===== config.mk =====
export PLATFORM = sky130hd
export DESIGN_NAME = usb_link_tracker
export DESIGN_NICKNAME = d
export VERILOG_FILES = /design/src/rtl/usb_link_pkg.sv /design/src/rtl/link_evt_pack.sv /design/src/rtl/link_next_state.sv /design/src/rtl/link_status_decode.sv /design/src/rtl/usb_link_tracker.sv
export SDC_FILE = /design/constraint.sdc
export NUM_CORES = 1
export LEC_CHECK = 0
export BUFFER_PORTS_ARGS = -buffer_cell sky130_fd_sc_hd__buf_4
export CAP_MARGIN = 15
export CORE_AREA = 8 8 45 47
export DETAILED_ROUTE_END_ITERATION = 12
export DIE_AREA = 0 0 53 55
export GPL_TIMING_DRIVEN = 0
export PLACE_DENSITY = 0.6
export SYNTH_ARGS = -nofsm -noshare
export SYNTH_HDL_FRONTEND = slang
export SYNTH_SLANG_ARGS = --single-unit

===== constraint.sdc =====
create_clock -name clk -period 4.4 [get_ports clk]
set_input_delay 0.44 -clock clk [delete_from_list [all_inputs] [get_ports clk]]
set_output_delay 0.44 -clock clk [all_outputs]
set_load 0.02 [all_outputs]

===== src/rtl/usb_link_pkg.sv =====
package usb_link_pkg;

    localparam int unsigned LINK_CODE_W = 3;

    typedef enum logic [LINK_CODE_W-1:0] {
        LNK_DETACHED    = 3'd0,
        LNK_POWERED     = 3'd1,
        LNK_PWR_SUSPEND = 3'd2,
        LNK_RESUMING    = 3'd3,
        LNK_ACT_NOFRAME = 3'd4,
        LNK_ACTIVE      = 3'd5,
        LNK_SUSPENDED   = 3'd6
    } link_state_e;

    typedef struct packed {
        logic attached;
        logic bus_reset;
        logic bus_active;
        logic bus_idle;
        logic resume_req;
        logic rx_j;
        logic sof;
    } link_evt_t;

    typedef struct packed {
        logic detached;
        logic powered;
        logic suspended;
        logic active;
    } link_flags_t;

    function automatic logic is_active_state(link_state_e s);
        return (s == LNK_ACT_NOFRAME) || (s == LNK_ACTIVE);
    endfunction

    function automatic logic is_suspend_state(link_state_e s);
        return (s == LNK_PWR_SUSPEND) || (s == LNK_SUSPENDED);
    endfunction

endpackage


===== src/rtl/link_evt_pack.sv =====
module link_evt_pack
    import usb_link_pkg::*;
(
    input  logic      vbus_ok,
    input  logic      pullup_en,
    input  logic      bus_reset,
    input  logic      bus_active,
    input  logic      bus_idle,
    input  logic      resume_req,
    input  logic      rx_j,
    input  logic      sof,
    output link_evt_t evt
);
    always_comb begin
        evt.attached   = vbus_ok & pullup_en;
        evt.bus_reset  = bus_reset;
        evt.bus_active = bus_active;
        evt.bus_idle   = bus_idle;
        evt.resume_req = resume_req;
        evt.rx_j       = rx_j;
        evt.sof        = sof;
    end
endmodule


===== src/rtl/link_next_state.sv =====
module link_next_state
    import usb_link_pkg::*;
(
    input  link_state_e cur,
    input  link_evt_t   evt,
    output link_state_e nxt
);
    always_comb begin
        nxt = cur;
        if (!evt.attached) begin
            nxt = LNK_DETACHED;
        end else begin
            unique case (cur)
                LNK_DETACHED: nxt = LNK_POWERED;
                LNK_POWERED: begin
                    if (evt.bus_reset)       nxt = LNK_ACT_NOFRAME;
                    else if (evt.resume_req) nxt = LNK_RESUMING;
                    else if (evt.bus_idle)   nxt = LNK_PWR_SUSPEND;
                end
                LNK_PWR_SUSPEND: begin
                    if (evt.bus_reset)       nxt = LNK_ACT_NOFRAME;
                    else if (evt.bus_active) nxt = LNK_POWERED;
                end
                LNK_RESUMING: begin
                    if (evt.rx_j || evt.bus_reset) nxt = LNK_ACT_NOFRAME;
                end
                LNK_ACT_NOFRAME: begin
                    if (evt.bus_idle)        nxt = LNK_SUSPENDED;
                    else if (evt.sof)        nxt = LNK_ACTIVE;
                end
                LNK_ACTIVE: begin
                    if (evt.bus_idle)        nxt = LNK_SUSPENDED;
                    else if (evt.bus_reset)  nxt = LNK_ACT_NOFRAME;
                end
                LNK_SUSPENDED: begin
                    if (evt.bus_reset)       nxt = LNK_ACT_NOFRAME;
                    else if (evt.bus_active) nxt = LNK_RESUMING;
                end
                default: nxt = LNK_DETACHED;
            endcase
        end
    end
endmodule


===== src/rtl/link_status_decode.sv =====
module link_status_decode
    import usb_link_pkg::*;
(
    input  link_state_e cur,
    input  logic        vbus_ok,
    output link_flags_t flags
);
    logic act;

    always_comb begin
        act             = is_active_state(cur);
        flags.detached  = (cur == LNK_DETACHED);
        flags.suspended = is_suspend_state(cur);
        flags.active    = act;
        flags.powered   = vbus_ok & ((cur == LNK_POWERED) | act);
    end
endmodule


===== src/rtl/usb_link_tracker.sv =====
module usb_link_tracker
    import usb_link_pkg::*;
(
    input  logic                   clk,
    input  logic                   rst,
    input  logic                   vbus_ok_i,
    input  logic                   pullup_en_i,
    input  logic                   bus_reset_i,
    input  logic                   bus_active_i,
    input  logic                   bus_idle_i,
    input  logic                   resume_req_i,
    input  logic                   rx_j_i,
    input  logic                   sof_seen_i,
    output logic                   st_detached_o,
    output logic                   st_powered_o,
    output logic                   st_suspended_o,
    output logic                   st_active_o,
    output logic [LINK_CODE_W-1:0] state_code_o
);
    link_evt_t   evt;
    link_state_e state_q;
    link_state_e state_d;
    link_flags_t flags;

    link_evt_pack u_pack (
        .vbus_ok    (vbus_ok_i),
        .pullup_en  (pullup_en_i),
        .bus_reset  (bus_reset_i),
        .bus_active (bus_active_i),
        .bus_idle   (bus_idle_i),
        .resume_req (resume_req_i),
        .rx_j       (rx_j_i),
        .sof        (sof_seen_i),
        .evt        (evt)
    );

    link_next_state u_next (
        .cur (state_q),
        .evt (evt),
        .nxt (state_d)
    );

    always_ff @(posedge clk) begin
        if (rst) state_q <= LNK_DETACHED;
        else     state_q <= state_d;
    end

    link_status_decode u_dec (
        .cur     (state_q),
        .vbus_ok (vbus_ok_i),
        .flags   (flags)
    );

    assign st_detached_o  = flags.detached;
    assign st_powered_o   = flags.powered;
    assign st_suspended_o = flags.suspended;
    assign st_active_o    = flags.active;
    assign state_code_o   = state_q;
endmodule


# Yosys cells after proc, flatten, opt, wreduce, memory -nomap -nowiden
# Index checks and enable logic that the tools add are counted.
[classes]
eq_ne = 12
muxes = 13
n_bitwise = 4
reduce_logical = 6
[ops]
columns = ["cell", "count"]
rows = [
  ["$mux W3", 12],
  ["$pmux W3 S7", 1],
  ["$ne A3 B3 Y1 const B", 4],
  ["$eq A3 B3 Y1 const B", 3],
  ["$eq A3 B2 Y1 const B", 2],
  ["$reduce_and A6 Y1", 1],
  ["$ne A4 B4 Y1 const B", 1],
  ["$eq A3 B1 Y1 const B", 1],
  ["$logic_not A3 Y1", 1],
  ["$logic_or A1 B1 Y1", 3],
  ["$and A1 B1 Y1", 2],
  ["$ne A2 B1 Y1 const B", 1],
  ["$reduce_or A2 Y1", 1],
  ["$not A1 Y1", 1],
  ["$or A1 B1 Y1", 1],
]
[totals]
register_bits = 3
in_bits = 10
out_inout_bits = 7
elab_cells = 36

# Longest topological paths before layout
[logic_depth]
word_depth = 4
ltp_mapped = 5
ltp_nobuf = 4

# Cells and area by module
# From an unflattened synthesis, not the netlist that was laid out.
[hier_totals]
cells_unflattened = 42
area_unflattened_um2 = 346.6
[by_module_without_submodules]
columns = ["mod", "n_inst", "cells_each", "area_per_inst_um2", "seq_area_each_um2"]
rows = [
  ["link_next_state", 1, 23, 173.9, 0.0],
  ["usb_link_tracker", 1, 6, 78.8, 60.1],
  ["link_evt_pack", 1, 7, 51.3, 0.0],
  ["link_status_decode", 1, 6, 42.5, 0.0],
]

# Worst setup path before layout
# Ideal clock, no wire load.
[synth_timing]
kind = "reg2out"
from = "reg state_q[2] (netlist: state_code_o[2])"
to = "out st_powered_o"
arrival_time_ps = 1345
path_slack_ps = 2615
path_stages_with_launch = 4
path_buffers = 1
path_cell_list = "dfxtp_1 clkbuf_1 nor2_1 nor3b_1"
[synth_via]
elab_chain_len = 4
[synth_rtl]
columns = ["item", "line_no", "rtl"]
rows = [
  ["start, declared", "usb_link_tracker.sv:21", "link_state_e state_q;"],
  ["start signal, assigned", "usb_link_tracker.sv:45", "else state_q <= state_d;"],
  ["$eq A3 B3 Y1", "usb_link_pkg.sv:33", "return (s == LNK_ACT_NOFRAME) || (s == LNK_ACTIVE);"],
  ["$logic_or A1 B1 Y1", "usb_link_pkg.sv:33", ""],
  ["$or A1 B1 Y1 *", "link_status_decode.sv:15", "flags.powered = vbus_ok & ((cur == LNK_POWERED) | act);"],
  ["$and A1 B1 Y1 *", "link_status_decode.sv:15", ""],
  ["end, declared", "usb_link_tracker.sv:15", "output logic st_powered_o,"],
]
# Mark *: on every way between the ends. The rest lies on a longest branch, timed or not.

# Worst setup path after layout
# Ends and elaborated chain as after synthesis.

==> results_dict.tcl <==
set metrics [dict create \
    outcome "complete, no violations" \
    hold_violations 0 \
    core_area_sq_um 1380 \
    first_pass_iters 4 \
    synth_common_cells "nor2_1, nor3_1, dfxtp_1, nor2b_1" \
    yosys.area.top_type "dfxtp_1" \
    gp_congestion 0.786 \
    endpoint_kind "output port" \
    drt-initial-drc-count 4 \
    synth_seq_cells 3 \
    synth.area.top_cells "dfxtp_1, nor2_1, nor3_1" \
    timing.rr.start "state_code_o[2]" \
    peakVddDrop_mv 0.174 \
    cts-root-buf "clkbuf_4" \
    min_path_cells 3 \
    r2r_slack_ns 2.94 \
    tns_ns 0 \
    ys_seq_area_share_pct 17.0 \
    synth_nets 56 \
    ios 17 \
    holdBufCountCts 0 \
    min_from "rst" \
    clock_path_buffers 2 \
    dieWidth_um 53 \
    clk_pin_slew_ns 0.04 \
    yosysMostFrequentCell "nor2_1" \
    min_to "state_code_o[0]" \
    fp-row-count 14 \
    post-cts-setup-buffer-count 0 \
    syn-cell-area_sq_um 354 \
    crit_required_ns 3.96 \
    cp.buffers_inverters 2 \
    grt_pass1_wl_um 1550 \
    crit_chain "clkbuf_1, nor2_1, nor3b_1, buf_4" \
    routed_wirelength_um 984 \
    setup_violations 0 \
    antenna_found_initial 0 \
    dp_slack_ns 2.80 \
    synth_edf_count 0 \
    vias 411 \
    largest_reg_flops 3 \
    grt_pass1_vias 374 \
    die_area_sq_um 2920 \
    cts_tree "done" \
    final_nets 77 \
    crit_type "reg2out" \
    crit_arrival_ns 1.43 \
    synth.distinct_cells 27 \
    drcViolationCount 0 \
    power_uw 99.4 \
    grtUsageTotal_pct 6.71 \
    p_per_area_nw_per_um2 191 \
    insertion_delay_ns 0.23 \
    synth-async-reset-ratio_pct 0 \
    antenna_cells 0 \
    synth_top_area_share_pct 17.0 \
    die_h_um 55 \
    min_period_ns 1.87 \
    hold_class "in2reg" \
    max_freq_mhz 536 \
    rsz0062_at_grt "false" \
    r2r-end "state_code_o[2]" \
    area_delta_synth_final_pct 47.0 \
    tightest_slew_ns 0.371 \
    setup_ws_ns 2.53 \
    port_buffers 16 \
    grt_overflow 0 \
    n_fill_cell 149 \
    synth_warnings 0 \
    grt_max_degree 11 \
    slowest_stage "dfxtp_1" \
    start_util_pct 25.6 \
    cts_sinks 3 \
    syn_area_per_cell_sq_um 7.70 \
    place_area_sq_um 494 \
    viasPerCell 5.01 \
    max_stage_delay_ns 0.39 \
    stdcell_area_sq_um 520 \
    wl_per_cell_um 12.0 \
    synth_cells 46 \
    p_leak_nw 0.238 \
    dp.final_hpwl_um 824 \
    skew_ns 0.00507 \
    cap_violations 0 \
    start_kind "flip-flop" \
    finalMaxSlewViolations 0 \
    r2r_cells 5 \
    relSlewSlack_pct 75.3 \
    critPathTopFamily "buffers and inverters" \
    cts_buffers 3 \
    cp_max_fo 10 \
    htreeDepth 1 \
    ant_nets 0 \
    drive_gt1_share_pct 42.4 \
    ys.flop_type "dfxtp_1" \
    cts-resized-gates 0 \
    period_share_pct 42.4 \
]
==> cells by family (layout without fill, tap and decap cells) <==
family	Yosys count	in the layout	share of synthesized area [%]
AO/OA/AOI/OAI	13	13	31.5
buffers and inverters	5	25	8.83
flip-flops	3	3	17.0
multiplexers	1	1	3.18
AND/OR/NAND/NOR	24	24	39.6
==> metal layers <==
layer	wire [um]	vias to the layer above	global-route usage [%]	share of wire, %
met2	535	15	11.9	54
met3	23	0	1.60	2.3
li1	-	211	-	-
met5	0	-	0	0
met4	0	0	1.29	0
met1	425	185	8.02	43
==> tightest hold or removal path, delay by kind of cell <==
kind / cells / cell delay (ns)
and+or+nand+nor: 1 / 0.17
buffers and inverters: 1 / 0.07
AOI/OAI and AO/OA: 1 / 0.04
==> worst max path at each step <==
stage                          from           end  slack, ns  depth (start not counted)
floorplan           state_code_o[2]  st_powered_o       2.61                          3
global placement    state_code_o[2]  st_powered_o       2.80                          4
detailed placement  state_code_o[2]  st_powered_o       2.80                          4
CTS                 state_code_o[2]  st_powered_o       2.54                          4
global route        state_code_o[2]  st_powered_o       2.47                          4
finish              state_code_o[2]  st_powered_o       2.53                          4
==> power breakdown <==
part           total (mW)  internal [mW]  switching [mW]
Combinational      0.0238         0.0126          0.0112
Sequential         0.0288         0.0279        0.000864
Clock              0.0469         0.0339          0.0130
==> cells in the final DEF, fill, tap and decap left out, types with 3 or more instances in the layout <==
master    instances
dfxtp_1           3
nor3_1            4
nor2_1            6
buf_4            17
clkbuf_4          3
nor2b_1           3
==> area by class of cell <==
type                    instances  area [sq um]  share of cell area, %
plain buffers                   4          27.5                   5.29
clock buffers                   4          26.3                   5.05
inverters                       1          3.75                  0.721
multi-input cells              38           263                   50.5
flip-flops and latches          3          60.1                   11.5
well taps                      16          20.0                   3.85
repair buffers                 16           120                   23.1
==> stage by stage <==
| step | utilization (%) | hold slack, ns | std cells |
|---|---|---|---|
| global route | 37.6 | 0.555 | 82 |
| global placement | 35.7 | 0.714 | 78 |
| finish | 37.6 | 0.542 | 82 |
| CTS | 37.6 | 0.540 | 82 |
| detailed placement | 35.7 | 0.711 | 78 |
| floorplan | - | 0.636 | 46 |
No activity file was read; power rests on OpenSTA's default activity.
